### src/rtl/outreq_pkg.sv
package outreq_pkg;
  localparam int NSLOT  = 2;
  localparam int SLOT_W = 1;

  typedef enum logic [1:0] {
    SL_FREE = 2'd0,
    SL_PEND = 2'd1,
    SL_OUT  = 2'd2,
    SL_WAIT = 2'd3
  } slot_st_t;

  typedef enum logic [1:0] {
    ST_DONE  = 2'b00,
    ST_RETRY = 2'b01,
    ST_DISC  = 2'b10,
    ST_RSVD  = 2'b11
  } st_kind_t;
endpackage

### src/rtl/outreq_slot.sv
module outreq_slot
  import outreq_pkg::*;
#(
  parameter int ADDR_W = 32,
  parameter int LEN_W  = 12,
  parameter int TMR_W  = 16
) (
  input  logic              clk,
  input  logic              rst,
  input  logic              alloc,
  input  logic [ADDR_W-1:0] a_addr,
  input  logic [LEN_W-1:0]  a_len,
  input  logic              a_posted,
  input  logic              load,
  input  logic              take,
  input  logic              st_hit,
  input  logic [1:0]        st_kind,
  input  logic [LEN_W-1:0]  st_moved,
  input  logic [TMR_W-1:0]  lim,
  output slot_st_t          state,
  output logic [ADDR_W-1:0] addr,
  output logic [LEN_W-1:0]  len,
  output logic              posted,
  output logic              pend,
  output logic              fin,
  output logic              expire
);
  logic [TMR_W-1:0] tmr;
  logic             started;
  logic             hit_ok;

  always_comb begin
    hit_ok = st_hit && (state == SL_WAIT) && (st_kind != ST_RSVD);
    fin    = hit_ok && (st_kind == ST_DONE);
    expire = started && (tmr >= lim) &&
             ((state == SL_PEND) || ((state == SL_WAIT) && !hit_ok));
    pend   = (state == SL_PEND) && !expire;
  end

  always_ff @(posedge clk) begin
    if (rst) begin
      state   <= SL_FREE;
      started <= 1'b0;
      tmr     <= '0;
      addr    <= '0;
      len     <= '0;
      posted  <= 1'b0;
    end else begin
      if (started && (tmr != '1)) tmr <= tmr + 1'b1;
      case (state)
        SL_FREE: begin
          if (alloc) begin
            addr    <= a_addr;
            len     <= a_len;
            posted  <= a_posted;
            started <= 1'b0;
            state   <= SL_PEND;
          end
        end
        SL_PEND: begin
          if (expire) begin
            state   <= SL_FREE;
            started <= 1'b0;
          end else if (load) begin
            state <= SL_OUT;
          end
        end
        SL_OUT: begin
          if (take) begin
            state <= SL_WAIT;
            if (!started) begin
              started <= 1'b1;
              tmr     <= '0;
            end
          end
        end
        SL_WAIT: begin
          if (expire) begin
            state   <= SL_FREE;
            started <= 1'b0;
          end else if (hit_ok) begin
            case (st_kind)
              ST_DONE: begin
                state   <= SL_FREE;
                started <= 1'b0;
              end
              ST_DISC: begin
                addr  <= addr + ADDR_W'(st_moved);
                len   <= len - st_moved;
                state <= SL_PEND;
              end
              default: state <= SL_PEND;
            endcase
          end
        end
        default: state <= SL_FREE;
      endcase
    end
  end
endmodule

### src/rtl/outreq_arb.sv
module outreq_arb
  import outreq_pkg::*;
(
  input  logic             clk,
  input  logic             rst,
  input  logic [NSLOT-1:0] pend,
  input  logic             load_en,
  output logic             pick,
  output logic             any
);
  logic rr;

  always_comb begin
    any  = |pend;
    pick = (&pend) ? rr : pend[1];
  end

  always_ff @(posedge clk) begin
    if (rst) rr <= 1'b0;
    else if (load_en && any) rr <= ~pick;
  end
endmodule

### src/rtl/outreq_rbuf.sv
module outreq_rbuf
  import outreq_pkg::*;
(
  input  logic             clk,
  input  logic             rst,
  input  logic             alloc_np,
  input  logic             alloc_slot,
  input  logic [NSLOT-1:0] done_mask,
  input  logic [NSLOT-1:0] exp_mask,
  input  logic             rsp_done,
  output logic             np_busy
);
  logic inslot;
  logic held_slot;

  always_ff @(posedge clk) begin
    if (rst) begin
      np_busy   <= 1'b0;
      inslot    <= 1'b0;
      held_slot <= 1'b0;
    end else if (alloc_np) begin
      np_busy   <= 1'b1;
      inslot    <= 1'b1;
      held_slot <= alloc_slot;
    end else begin
      if (inslot && done_mask[held_slot]) inslot <= 1'b0;
      if (inslot && exp_mask[held_slot]) begin
        inslot  <= 1'b0;
        np_busy <= 1'b0;
      end
      if (!inslot && np_busy && rsp_done) np_busy <= 1'b0;
    end
  end
endmodule

### src/rtl/outreq_ctrl.sv
module outreq_ctrl
  import outreq_pkg::*;
#(
  parameter int ADDR_W = 32,
  parameter int LEN_W  = 12,
  parameter int TMR_W  = 16
) (
  input  logic                   clk,
  input  logic                   rst,
  input  logic                   in_valid,
  output logic                   in_ready,
  input  logic [ADDR_W-1:0]      in_addr,
  input  logic [LEN_W-1:0]       in_len,
  input  logic                   in_posted,
  output logic                   iss_valid,
  input  logic                   iss_take,
  output logic [SLOT_W-1:0]      iss_slot,
  output logic [ADDR_W-1:0]      iss_addr,
  output logic [LEN_W-1:0]       iss_len,
  output logic                   iss_posted,
  input  logic [NSLOT-1:0]       st_valid,
  input  logic [2*NSLOT-1:0]     st_kind,
  input  logic [LEN_W*NSLOT-1:0] st_moved,
  input  logic [TMR_W-1:0]       tmr_limit,
  output logic                   rsp_need,
  output logic [SLOT_W-1:0]      rsp_slot,
  input  logic                   rsp_done,
  output logic                   err_valid,
  output logic [NSLOT-1:0]       err_mask
);
  slot_st_t          s_state [NSLOT];
  logic [ADDR_W-1:0] s_addr  [NSLOT];
  logic [LEN_W-1:0]  s_len   [NSLOT];
  logic [NSLOT-1:0]  s_posted, s_pend, s_fin, s_exp, s_free, s_busy, s_np_done;
  logic              np_busy, any_pend, pick, load_en, alloc_idx, acc;

  always_comb begin
    for (int s = 0; s < NSLOT; s++) s_free[s] = (s_state[s] == SL_FREE);
    s_busy    = ~s_free;
    s_np_done = s_fin & ~s_posted;
    alloc_idx = s_free[0] ? 1'b0 : 1'b1;
    in_ready  = (|s_free) && (in_posted || !np_busy);
    acc       = in_valid && in_ready;
    load_en   = !iss_valid;
  end

  for (genvar s = 0; s < NSLOT; s++) begin : g_slot
    outreq_slot #(.ADDR_W(ADDR_W), .LEN_W(LEN_W), .TMR_W(TMR_W)) u_slot (
      .clk      (clk),
      .rst      (rst),
      .alloc    (acc && (alloc_idx == SLOT_W'(s))),
      .a_addr   (in_addr),
      .a_len    (in_len),
      .a_posted (in_posted),
      .load     (load_en && any_pend && (pick == SLOT_W'(s))),
      .take     (iss_valid && iss_take && (iss_slot == SLOT_W'(s))),
      .st_hit   (st_valid[s]),
      .st_kind  (st_kind[2*s +: 2]),
      .st_moved (st_moved[LEN_W*s +: LEN_W]),
      .lim      (tmr_limit),
      .state    (s_state[s]),
      .addr     (s_addr[s]),
      .len      (s_len[s]),
      .posted   (s_posted[s]),
      .pend     (s_pend[s]),
      .fin      (s_fin[s]),
      .expire   (s_exp[s])
    );
  end

  outreq_arb u_arb (
    .clk     (clk),
    .rst     (rst),
    .pend    (s_pend),
    .load_en (load_en),
    .pick    (pick),
    .any     (any_pend)
  );

  outreq_rbuf u_rbuf (
    .clk        (clk),
    .rst        (rst),
    .alloc_np   (acc && !in_posted),
    .alloc_slot (alloc_idx),
    .done_mask  (s_np_done),
    .exp_mask   (s_exp),
    .rsp_done   (rsp_done),
    .np_busy    (np_busy)
  );

  always_ff @(posedge clk) begin
    if (rst) begin
      iss_valid  <= 1'b0;
      iss_slot   <= '0;
      iss_addr   <= '0;
      iss_len    <= '0;
      iss_posted <= 1'b0;
    end else if (iss_valid && iss_take) begin
      iss_valid <= 1'b0;
    end else if (load_en && any_pend) begin
      iss_valid  <= 1'b1;
      iss_slot   <= pick;
      iss_addr   <= s_addr[pick];
      iss_len    <= s_len[pick];
      iss_posted <= s_posted[pick];
    end
  end

  always_ff @(posedge clk) begin
    if (rst) begin
      rsp_need  <= 1'b0;
      rsp_slot  <= '0;
      err_valid <= 1'b0;
      err_mask  <= '0;
    end else begin
      rsp_need  <= |s_np_done;
      rsp_slot  <= s_np_done[1];
      err_valid <= |s_exp;
      err_mask  <= s_exp;
    end
  end
endmodule

### config.mk
export PLATFORM = sky130hd
export DESIGN_NAME = outreq_ctrl
export DESIGN_NICKNAME = d
export VERILOG_FILES = /design/src/rtl/outreq_pkg.sv /design/src/rtl/outreq_slot.sv /design/src/rtl/outreq_arb.sv /design/src/rtl/outreq_rbuf.sv /design/src/rtl/outreq_ctrl.sv
export SDC_FILE = /design/constraint.sdc
export NUM_CORES = 1
export LEC_CHECK = 0
export BUFFER_PORTS_ARGS = -buffer_cell sky130_fd_sc_hd__buf_2
export CAP_MARGIN = 20
export CORE_AREA = 8 8 132 183
export CTS_CLUSTER_DIAMETER = 50
export CTS_CLUSTER_SIZE = 24
export DETAILED_ROUTE_END_ITERATION = 12
export DIE_AREA = 0 0 140 191
export PLACE_DENSITY = 0.75
export SLEW_MARGIN = 40
export SYNTH_ARGS = -nofsm -noshare
export SYNTH_HDL_FRONTEND = slang
export SYNTH_SLANG_ARGS = --single-unit
### constraint.sdc
create_clock -name clk -period 5.2 [get_ports clk]
set_input_delay 1.04 -clock clk [delete_from_list [all_inputs] [get_ports clk]]
set_output_delay 1.04 -clock clk [all_outputs]
set_load 0.02 [all_outputs]
==> flow_metrics.py, run 1 <==
metrics = {
    "setup_path": {
        "crit_family": "compound AO/OA/AOI/OAI gates",
        "end_kind": "flip-flop",
        "cp.required_ns": 5.51,
        "cp.buffers_inverters": 2,
        "path_class": "input port to flip-flop",
        "arrival_ns": 3.93,
        "cp_slowest_cell": "a21oi_2",
        "crit_chain": "buf_2, ha_1, inv_1, fa_1, nor2b_1, o211ai_1, a21oi_1, o31ai_1, a21oi_2, nand3_1, mux2i_1, a2111oi_0",
        "cp_max_fo": 18,
        "max_stage_delay_ns": 0.65,
        "critPathLaunchType": "input port",
    },
    "timing": {
        "finalSetupTns_ns": 0,
        "fmax_mhz": 276,
        "tightestPinTransition_ns": 0.850,
        "fin_crit_sh": 0.696,
        "hold_viol": 0,
        "final_max_slew_viol_count": 0,
        "rsz0062_at_grt": "no",
        "finalSetupViolations": 0,
        "skew_ns": 0.0160,
        "maxSlewHeadroom": 0.433,
        "period_minus_slack_ns": 3.62,
    },
    "detailed_routing": {
        "wl_per_cell_um": 20.8,
        "routed_wl_mm": 38.6,
        "drc": 0,
        "drtAntennaViolNets": 0,
        "dr_total_vias": 11800,
        "drt_iter0_markers": 948,
        "first_pass_iters": 5,
        "viasPerCell": 6.35,
    },
    "placement": {
        "dpl.hpwl_mm": 28.5,
        "dpl_cell_area_sq_um": 12400,
        "portBuffers": 148,
        "gp_congestion": 0.895,
    },
    "global_route": {
        "grt_pass1_wl_mm": 60.4,
        "overflow": 0,
        "track_usage": 0.285,
        "grt_max_degree": 69,
        "grt_pass1_vias": 11500,
        "antenna_found_initial": 0,
    },
    "power": {
        "share_comb_of_total_power": 0.410,
        "power.internal_mw": 3.30,
        "power.share.clock": 0.233,
        "p_seq_frac": 0.357,
        "power_switching_mw": 2.46,
        "p_leak_nw": 5.58,
        "swShare": 0.427,
        "powerDensity_nw_per_um2": 442,
        "peakVddDrop_mv": 0.259,
    },
    "synth": {
        "syn-num-nets": 1650,
        "synth_area_sq_um": 11500,
        "yosys.area.top_type": "dfxtp_1",
        "async_flop_share": 0,
        "yosys_warnings": 0,
        "avgSynthCellArea_sq_um": 7.84,
        "synth_top_cells_by_area": "dfxtp_1 32%, ha_1 8.7%, nand3_1 5.5%",
        "ys_seq_area_frac": 0.320,
        "dominantRegCellSynth": "dfxtp_1",
        "synth_edf_count": 0,
        "synth_seq_cells": 184,
        "synthDistinctLibCells": 85,
        "synthCells": 1470,
        "yosys.area.top_type_share": 0.320,
    },
    "floorplanning": {
        "dieArea_sq_um": 26700,
        "initial_core_util": 0.537,
        "fp.coreArea_sq_um": 21500,
        "die_h_um": 191,
        "fp-row-count": 64,
        "die_x_um": 140,
        "ios": 149,
    },
    "clock_network": {
        "root_buffer": "clkbuf_16",
        "clk_path_buf_depth": 2,
        "insertion_delay_ns": 0.45,
        "ctsResizeCount": 0,
        "clk_pin_slew_ns": 0.07,
        "ctsHoldBuffers": 0,
        "numCtsBuffers": 17,
        "cts_max_level": 4,
        "clkSinkCount": 184,
        "cts_tree": "yes",
        "postCtsSetupRepairBufs": 0,
    },
    "cells_and_area": {
        "drive_gt1_frac": 0.146,
        "area_delta_synth_final_pct": 13.1,
        "fin_area_sq_um": 13000,
        "nets": 1755,
        "num-fill-cells": 1970,
    },
    "outcome": {
        "status": "finished, final reports clean",
    },
    "run": {
        "max_cap_viol_count": 0,
    },
    "worst_hold_path": {
        "min_path_type": "flip-flop to flip-flop",
    },
}
[kinds of logic after synthesis]
kind of cell    synth area share
fa+ha+maj                 0.0938
mux                      0.00619
xor+xnor                  0.0403
flops                      0.320
simple gates               0.285
compound gates             0.204
buf+inv                   0.0504
[power groups by stage]
stage	clock [mW]	combinational, mW	sequential [mW]
floorplan	0	1.71	2.02
global placement	0	2.26	2.07
detailed placement	0	2.31	2.07
CTS	1.36	2.33	2.04
global route	1.42	2.60	2.09
finish	1.34	2.36	2.05
[synthesized netlist by cell type (all sizes together), types with 15 or more instances]
library cell	instances
or3	15
nor2b	16
nor3	51
dfxtp	184
ha	80
nand3b	48
inv	60
a21o	15
buf	28
xnor2	28
a21oi	76
nor2	161
nand3	128
clkbuf	52
a211oi	47
and3	21
a311oi	31
o21ai	61
nand2	162
xor2	25
[flip-flops by register name (all words and copies together) (netlist names), 2 cells and up, named ones only]
register,cells
err_mask,2
g_slot.u_slot.posted,2
g_slot.u_slot.state,2
iss_len,12
g_slot.u_slot.tmr,32
g_slot.u_slot.started,2
g_slot.u_slot.len,24
iss_addr,32
g_slot.u_slot.addr,64
[path summary, 6_finish.rpt]
| path | from | end | slack (ns) | cells past startpoint |
|---|---|---|---|---|
| setup / recovery | st_moved[0] | g_slot[0].u_slot.addr[24] | 1.58 | 12 |
| hold / removal | u_arb.rr | u_arb.rr | 0.48 | 1 |
| setup reg to reg | g_slot[0].u_slot.addr[0] | g_slot[0].u_slot.addr[24] | 1.90 | 11 |
| hold reg to reg | u_arb.rr | u_arb.rr | 0.48 | 1 |
[final cells by class]
| type | count | area (sq um) | area share |
|---|---|---|---|
| clock inverter | 14 | 170 | 0.0131 |
| antenna | 2 | 5.00 | 0.000384 |
| tap | 264 | 330 | 0.0254 |
| inverter | 61 | 229 | 0.0176 |
| multi-input combinational | 1145 | 7290 | 0.560 |
| clock buffer | 18 | 439 | 0.0337 |
| sequential | 184 | 3680 | 0.283 |
| timing repair buffer | 166 | 878 | 0.0674 |
[layout by cell type (no fill, tap or decap), types with 31 or more instances in the layout]
cell,n
dfxtp_1,184
nand3_1,127
a21oi_1,71
buf_2,147
o21ai_0,55
nand2_1,160
nand3b_1,48
a311oi_1,31
nor2_1,158
nor3_1,47
ha_1,80
inv_1,60
a211oi_1,47
[routing by layer]
metal  part of all wire  routed length, um  track usage
met1               0.36              14000        0.303
met2               0.49              18800        0.501
met3              0.075               2890       0.0535
met4              0.077               2960        0.211
met5                  0                  0            0
[worst register-to-register path: stages, from the launching register on]
cell and delay [ns]:
dfxtp_1 0.36, ha_1 0.21, inv_1 0.07, fa_1 0.37, nor2b_1 0.21, o211ai_1 0.13
a21oi_1 0.24, o31ai_1 0.15, a21oi_2 0.65, nand3_1 0.19, mux2i_1 0.15, a2111oi_0 0.44
[per-stage QoR]
stage | hold WS, ns | util | setup WS (ns) | power, mW | std cells
2_1_floorplan | 0.425 | - | 1.99 | 3.73 | 1470
6_report | 0.475 | 0.607 | 1.58 | 5.76 | 1854
5_1_grt | 0.496 | 0.607 | 1.34 | 6.10 | 1852
4_1_cts | 0.477 | 0.607 | 1.63 | 5.73 | 1852
3_5_place_dp | 0.468 | 0.578 | 1.20 | 4.39 | 1820
3_3_place_gp | 0.452 | 0.578 | 1.31 | 4.32 | 1820
(Power assumes the default switching activity.)
==> run 2: changes to the inputs <==
- CORE_AREA: 8 8 132 183 -> 8 8 134 186
- DIE_AREA: 0 0 140 191 -> 0 0 142 194
- PLACE_DENSITY: 0.75 -> 0.76
- clock period: 5.2 -> 2.9 ns (I/O delays scaled with it)
==> run 2 against run 1 <==
Routed wire length down 0.96%; cell area is 3.9% higher; flip-flop and latch count stayed put; combinational power up 93%; register-to-register slack got worse by 1.7 ns; non-clock buffer count up 51; total power is 83% higher; via count increased by 1.8%; final cell count grew 4.7%; critical path depth is 3 lower; critical path type is now flip-flop to flip-flop; largest cell class unchanged.
==> flow_metrics.py, run 2 (same netlist as run 1, synthesis figures left out) <==
metrics = {
    "cells_and_area": {
        "num-fill-cells": 2010,
        "area_delta_synth_final_pct": 17.5,
        "drive_gt1_frac": 0.174,
        "largest_register_ffs": 64,
        "fin_area_sq_um": 13500,
        "nets": 1806,
        "final_cells": 1942,
        "largestRegisters": "g_slot.u_slot.addr x64, g_slot.u_slot.tmr x32, iss_addr x32",
        "final_common_cell": "dfxtp_1",
        "layout_common_cells": "184 x dfxtp_1, 160 x nand2_1, 157 x nor2_1",
        "largest_register": "g_slot.u_slot.addr",
    },
    "setup_path": {
        "cp_max_fo": 8,
        "cp_slowest_cell": "or4b_1",
        "crit_family": "compound AO/OA/AOI/OAI gates",
        "endpoint": "g_slot[1].u_slot.addr[25]",
        "crit_chain": "ha_1, a21oi_2, nor3b_2, o21ai_1, a221o_1, a21oi_4, nor3_2, or4b_1, nand3_1",
        "max_stage_delay_ns": 0.48,
        "arrival_ns": 3.07,
        "end_kind": "flip-flop",
        "cp-startpoint": "g_slot[1].u_slot.addr[4]",
        "r2r_slack_ns": 0.22,
        "cp.required_ns": 3.29,
        "critPathLaunchType": "flip-flop",
        "rr_worst_depth": 9,
        "cp.buffers_inverters": 0,
        "r2r-start": "g_slot[1].u_slot.addr[4]",
        "path_class": "flip-flop to flip-flop",
        "rr_endpoint": "g_slot[1].u_slot.addr[25]",
        "cp.depth": 9,
    },
    "global_route": {
        "track_usage": 0.278,
        "antenna_found_initial": 1,
        "grt_pass1_vias": 11900,
        "overflow": 0,
        "grt_max_degree": 59,
        "grt_pass1_wl_mm": 60.6,
    },
    "clock_network": {
        "cts_tree": "yes",
        "insertion_delay_ns": 0.45,
        "clk_path_buf_depth": 2,
        "root_buffer": "clkbuf_16",
        "cts_max_level": 4,
        "clkSinkCount": 184,
        "clk_pin_slew_ns": 0.07,
        "numCtsBuffers": 17,
        "ctsHoldBuffers": 0,
    },
    "timing": {
        "hold_viol": 0,
        "worst_hold_slack_ns": 0.425,
        "period_minus_slack_ns": 2.68,
        "fmax_mhz": 373,
        "finalSetupTns_ns": 0,
        "setup_slack_ns": 0.215,
        "tightestPinTransition_ns": 0.748,
        "skew_ns": 0.00974,
        "maxSlewHeadroom": 0.501,
        "rsz0062_at_grt": "no",
        "finalSetupViolations": 0,
        "final_max_slew_viol_count": 0,
        "fin_crit_sh": 0.926,
    },
    "power": {
        "p_leak_nw": 5.83,
        "peakVddDrop_mv": 0.516,
        "power.internal_mw": 6.22,
        "powerDensity_nw_per_um2": 777,
        "power_switching_mw": 4.30,
        "p_seq_frac": 0.349,
        "power.share.clock": 0.218,
        "swShare": 0.409,
        "share_comb_of_total_power": 0.433,
    },
    "floorplanning": {
        "fp-row-count": 65,
        "fp.coreArea_sq_um": 22200,
        "die_h_um": 194,
        "ios": 149,
        "initial_core_util": 0.519,
        "die_x_um": 142,
        "dieArea_sq_um": 27500,
    },
    "detailed_routing": {
        "dr_total_vias": 12000,
        "routed_wl_mm": 38.2,
        "drc": 0,
        "drt_iter0_markers": 906,
        "first_pass_iters": 8,
        "drtAntennaViolNets": 0,
        "wl_per_cell_um": 19.7,
        "viasPerCell": 6.17,
    },
    "outcome": {
        "status": "finished, final reports clean",
    },
    "placement": {
        "place_ws_ns": -0.101,
        "dpl_cell_area_sq_um": 12900,
        "dpl.hpwl_mm": 29.2,
        "dp.cells": 1908,
        "gp_congestion": 0.984,
        "portBuffers": 148,
    },
    "worst_hold_path": {
        "min_path_type": "input port to flip-flop",
        "min_from": "iss_take",
    },
    "run": {
        "max_cap_viol_count": 0,
    },
}
## run 2: area by class of cell
type | instances | area, sq um | area share
Sequential cell | 184 | 3680 | 0.272
Inverter | 61 | 229 | 0.0169
Timing Repair Buffer | 217 | 1370 | 0.101
Tap cell | 301 | 377 | 0.0278
Clock inverter | 13 | 123 | 0.00906
Multi-Input combinational cell | 1145 | 7300 | 0.540
Clock buffer | 19 | 443 | 0.0327
Antenna cell | 2 | 5.00 | 0.000370
## run 2: layer usage
metal / vias to the layer above / track usage / wire length, um
li1: 5647 / - / -
met5: - / 0 / 10
met1: 5543 / 0.290 / 13400
met3: 200 / 0.0535 / 2940
met2: 595 / 0.464 / 18200
met4: 2 / 0.251 / 3590
## run 2: worst min-delay path by stage
stage               cells past startpoint  slack [ns]                  endpoint
floorplan                               2        0.43                iss_len[0]
global placement                        2        0.44                iss_len[0]
detailed placement                      2        0.45                iss_len[0]
CTS                                     3        0.42                 iss_valid
global route                            3        0.44  g_slot[1].u_slot.addr[0]
finish                                  3        0.42                 iss_valid
## run 2: repair_timing
item                                    CTS  global route
buffers inserted                          0             0
hold endpoints to repair                  0             0
resized for setup                         0             6
endpoints found under the setup margin    0             5
## run 2: power by group through the flow
stage	clock network (mW)	registers (mW)	logic, mW
global placement	0	3.70	4.37
detailed placement	0	3.71	4.47
global route	2.42	3.73	5.02
CTS	2.32	3.66	4.50
finish	2.30	3.67	4.55
floorplan	0	3.63	3.06
## run 2: metrics by stage
stage	total power, mW	util
after floorplan	6.69	-
after global placement	8.07	0.583
after detailed placement	8.18	0.583
after CTS	10.5	0.609
after global routing	11.2	0.610
final	10.5	0.610
## run 2: worst reg2reg max path: cells and delay by family, from the launching register on
kind,cells,cell delay [ns]
flops,1,0.45
compound gates,4,1.01
simple gates,4,0.88
fa+ha+maj,1,0.30
==> run 3: changes to the inputs <==
- CORE_AREA: 8 8 134 186 -> 8 8 132 183
- CTS_BUF_LIST: unset -> sky130_fd_sc_hd__clkbuf_4
- DIE_AREA: 0 0 142 194 -> 0 0 140 191
- PLACE_DENSITY: 0.76 -> 0.75
- SKIP_LAST_GASP: unset -> 1
- clock period: 2.9 -> 3.2 ns (I/O delays scaled with it)
==> run 3 against run 2 <==
Global-route usage increased by 0.81 points; setup slack improved by 0.11 ns; combinational power decreased by 13%; via count decreased by 1.5%; core utilization decreased by 0.43 points; routed wire length increased by 0.22%; sequential share of layout area increased by 1.1 points; clock power decreased by 37%; maximum frequency decreased by 6.7%; first-iteration DRC count increased by 8.4%; critical endpoint is now g_slot[0].u_slot.addr[26]; largest cell class unchanged.
==> flow_metrics.py, run 3 (same netlist as run 1, synthesis figures left out) <==
metrics = {
    "power": {
        "share_comb_of_total_power": 0.454,
        "swShare": 0.438,
        "power.internal_mw": 4.93,
        "p_seq_frac": 0.382,
        "power_switching_mw": 3.84,
        "power.share.clock": 0.164,
        "p_leak_nw": 5.58,
        "powerDensity_nw_per_um2": 675,
        "power.total_mw": 8.77,
        "peakVddDrop_mv": 0.305,
    },
    "clock_network": {
        "clkSinkCount": 184,
        "cts_max_level": 4,
        "clk_path_buf_depth": 2,
        "insertion_delay_ns": 0.62,
        "root_buffer": "clkbuf_4",
        "postCtsSetupRepairBufs": 0,
        "cts_tree": "yes",
        "clk_pin_slew_ns": 0.19,
        "numCtsBuffers": 17,
    },
    "global_route": {
        "track_usage": 0.286,
        "top_usage_layer": "met2",
        "grt_use_met3": 0.0640,
        "grt_pass1_wl_mm": 60.7,
        "met2_usage": 0.505,
        "grt_max_degree": 50,
        "overflow": 0,
        "antenna_found_initial": 3,
        "grtUsageMet1": 0.294,
        "grt_pass1_vias": 11600,
    },
    "timing": {
        "fin_crit_sh": 0.899,
        "skew_ns": 0.0398,
        "worst_hold_slack_ns": 0.273,
        "tightestPinTransition_ns": 0.785,
        "fmax_mhz": 348,
        "hold_viol": 0,
        "finalSetupTns_ns": 0,
        "finalSetupViolations": 0,
        "rsz0062_at_grt": "no",
        "period_minus_slack_ns": 2.88,
        "maxSlewHeadroom": 0.475,
        "final_max_slew_viol_count": 0,
    },
    "cells_and_area": {
        "largest_register_ffs": 64,
        "final_cells": 1878,
        "drive_gt1_frac": 0.158,
        "final_common_cell": "dfxtp_1",
        "area_delta_synth_final_pct": 12.8,
        "layout_common_cells": "184 x dfxtp_1, 160 x nand2_1, 158 x nor2_1",
        "largestRegisters": "g_slot.u_slot.addr x64, g_slot.u_slot.tmr x32, iss_addr x32",
        "nets": 1777,
        "largest_register": "g_slot.u_slot.addr",
        "fin_area_sq_um": 13000,
    },
    "floorplanning": {
        "die_x_um": 140,
        "initial_core_util": 0.537,
        "fp-row-count": 64,
        "dieArea_sq_um": 26700,
        "ios": 149,
        "die_h_um": 191,
        "fp.coreArea_sq_um": 21500,
    },
    "setup_path": {
        "cp_max_fo": 18,
        "arrival_ns": 3.43,
        "path_class": "flip-flop to flip-flop",
        "rr_worst_depth": 12,
        "critPathLaunchType": "flip-flop",
        "end_kind": "flip-flop",
        "cp.required_ns": 3.75,
    },
    "worst_hold_path": {
        "min_path_type": "input port to flip-flop",
        "whs_path_depth": 3,
    },
    "detailed_routing": {
        "drc": 0,
        "drtAntennaViolNets": 0,
        "viasPerCell": 6.29,
        "wl_per_cell_um": 20.4,
        "drt_iter0_markers": 982,
        "dr_total_vias": 11800,
        "routed_wl_mm": 38.3,
        "first_pass_iters": 6,
    },
    "placement": {
        "dpl.hpwl_mm": 29.0,
        "portBuffers": 148,
        "dpl_cell_area_sq_um": 12700,
        "dp.cells": 1842,
        "gp_congestion": 0.937,
    },
    "run": {
        "max_cap_viol_count": 0,
    },
    "outcome": {
        "status": "finished, final reports clean",
    },
}
[run 3: per-layer routing]
layer	vias to the layer above	part of all wire
li1	5607	-
met2	531	0.49
met5	-	0.00078
met1	5506	0.36
met3	158	0.074
met4	4	0.076
[run 3: final timing paths]
check                                               start  slack, ns                   endpoint
worst min-delay path                          in_addr[28]       0.27  g_slot[0].u_slot.addr[28]
worst min register to register  g_slot[1].u_slot.addr[14]       0.49               iss_addr[14]
worst max register to register   g_slot[0].u_slot.addr[0]       0.32  g_slot[0].u_slot.addr[26]
worst max-delay path             g_slot[0].u_slot.addr[0]       0.32  g_slot[0].u_slot.addr[26]
[run 3: critical path, stage by stage (launching register included)]
cell,delay (ns)
dfxtp_1,0.40
ha_1,0.22
inv_1,0.07
fa_1,0.39
nor2b_1,0.17
o211ai_1,0.12
a21oi_1,0.26
o31ai_1,0.16
a21oi_2,0.22
buf_12,0.18
nand4_1,0.11
mux2_2,0.31
a211oi_1,0.21
[run 3: timing repair]
item / 4_1_cts / 5_1_grt
hold buffers: 0 / 0
resized for setup: 0 / 1
endpoints found under the setup margin: 0 / 3
[run 3: power groups by stage]
stage / sequential, mW / clock [mW] / combinational, mW
2_1_floorplan: 3.29 / 0 / 2.77
3_3_place_gp: 3.37 / 0 / 3.84
3_5_place_dp: 3.39 / 0 / 3.92
4_1_cts: 3.33 / 1.45 / 3.94
5_1_grt: 3.41 / 1.54 / 4.38
6_report: 3.35 / 1.44 / 3.98
[run 3: per-stage QoR]
step                setup slack, ns  utilization
floorplan                     0.392            -
global placement             0.0484        0.590
detailed placement          -0.0399        0.590
CTS                           0.313        0.605
global route                0.00140        0.605
finish                        0.324        0.605
[run 3: final cells by class]
type | instances | area [sq um]
antenna | 4 | 10.0
clock buffer | 19 | 143
clock inverter | 13 | 166
fill | 1988 | 8470
inverter | 61 | 229
multi-input combinational | 1145 | 7290
sequential | 184 | 3680
tap | 264 | 330
timing repair buffer | 188 | 1140
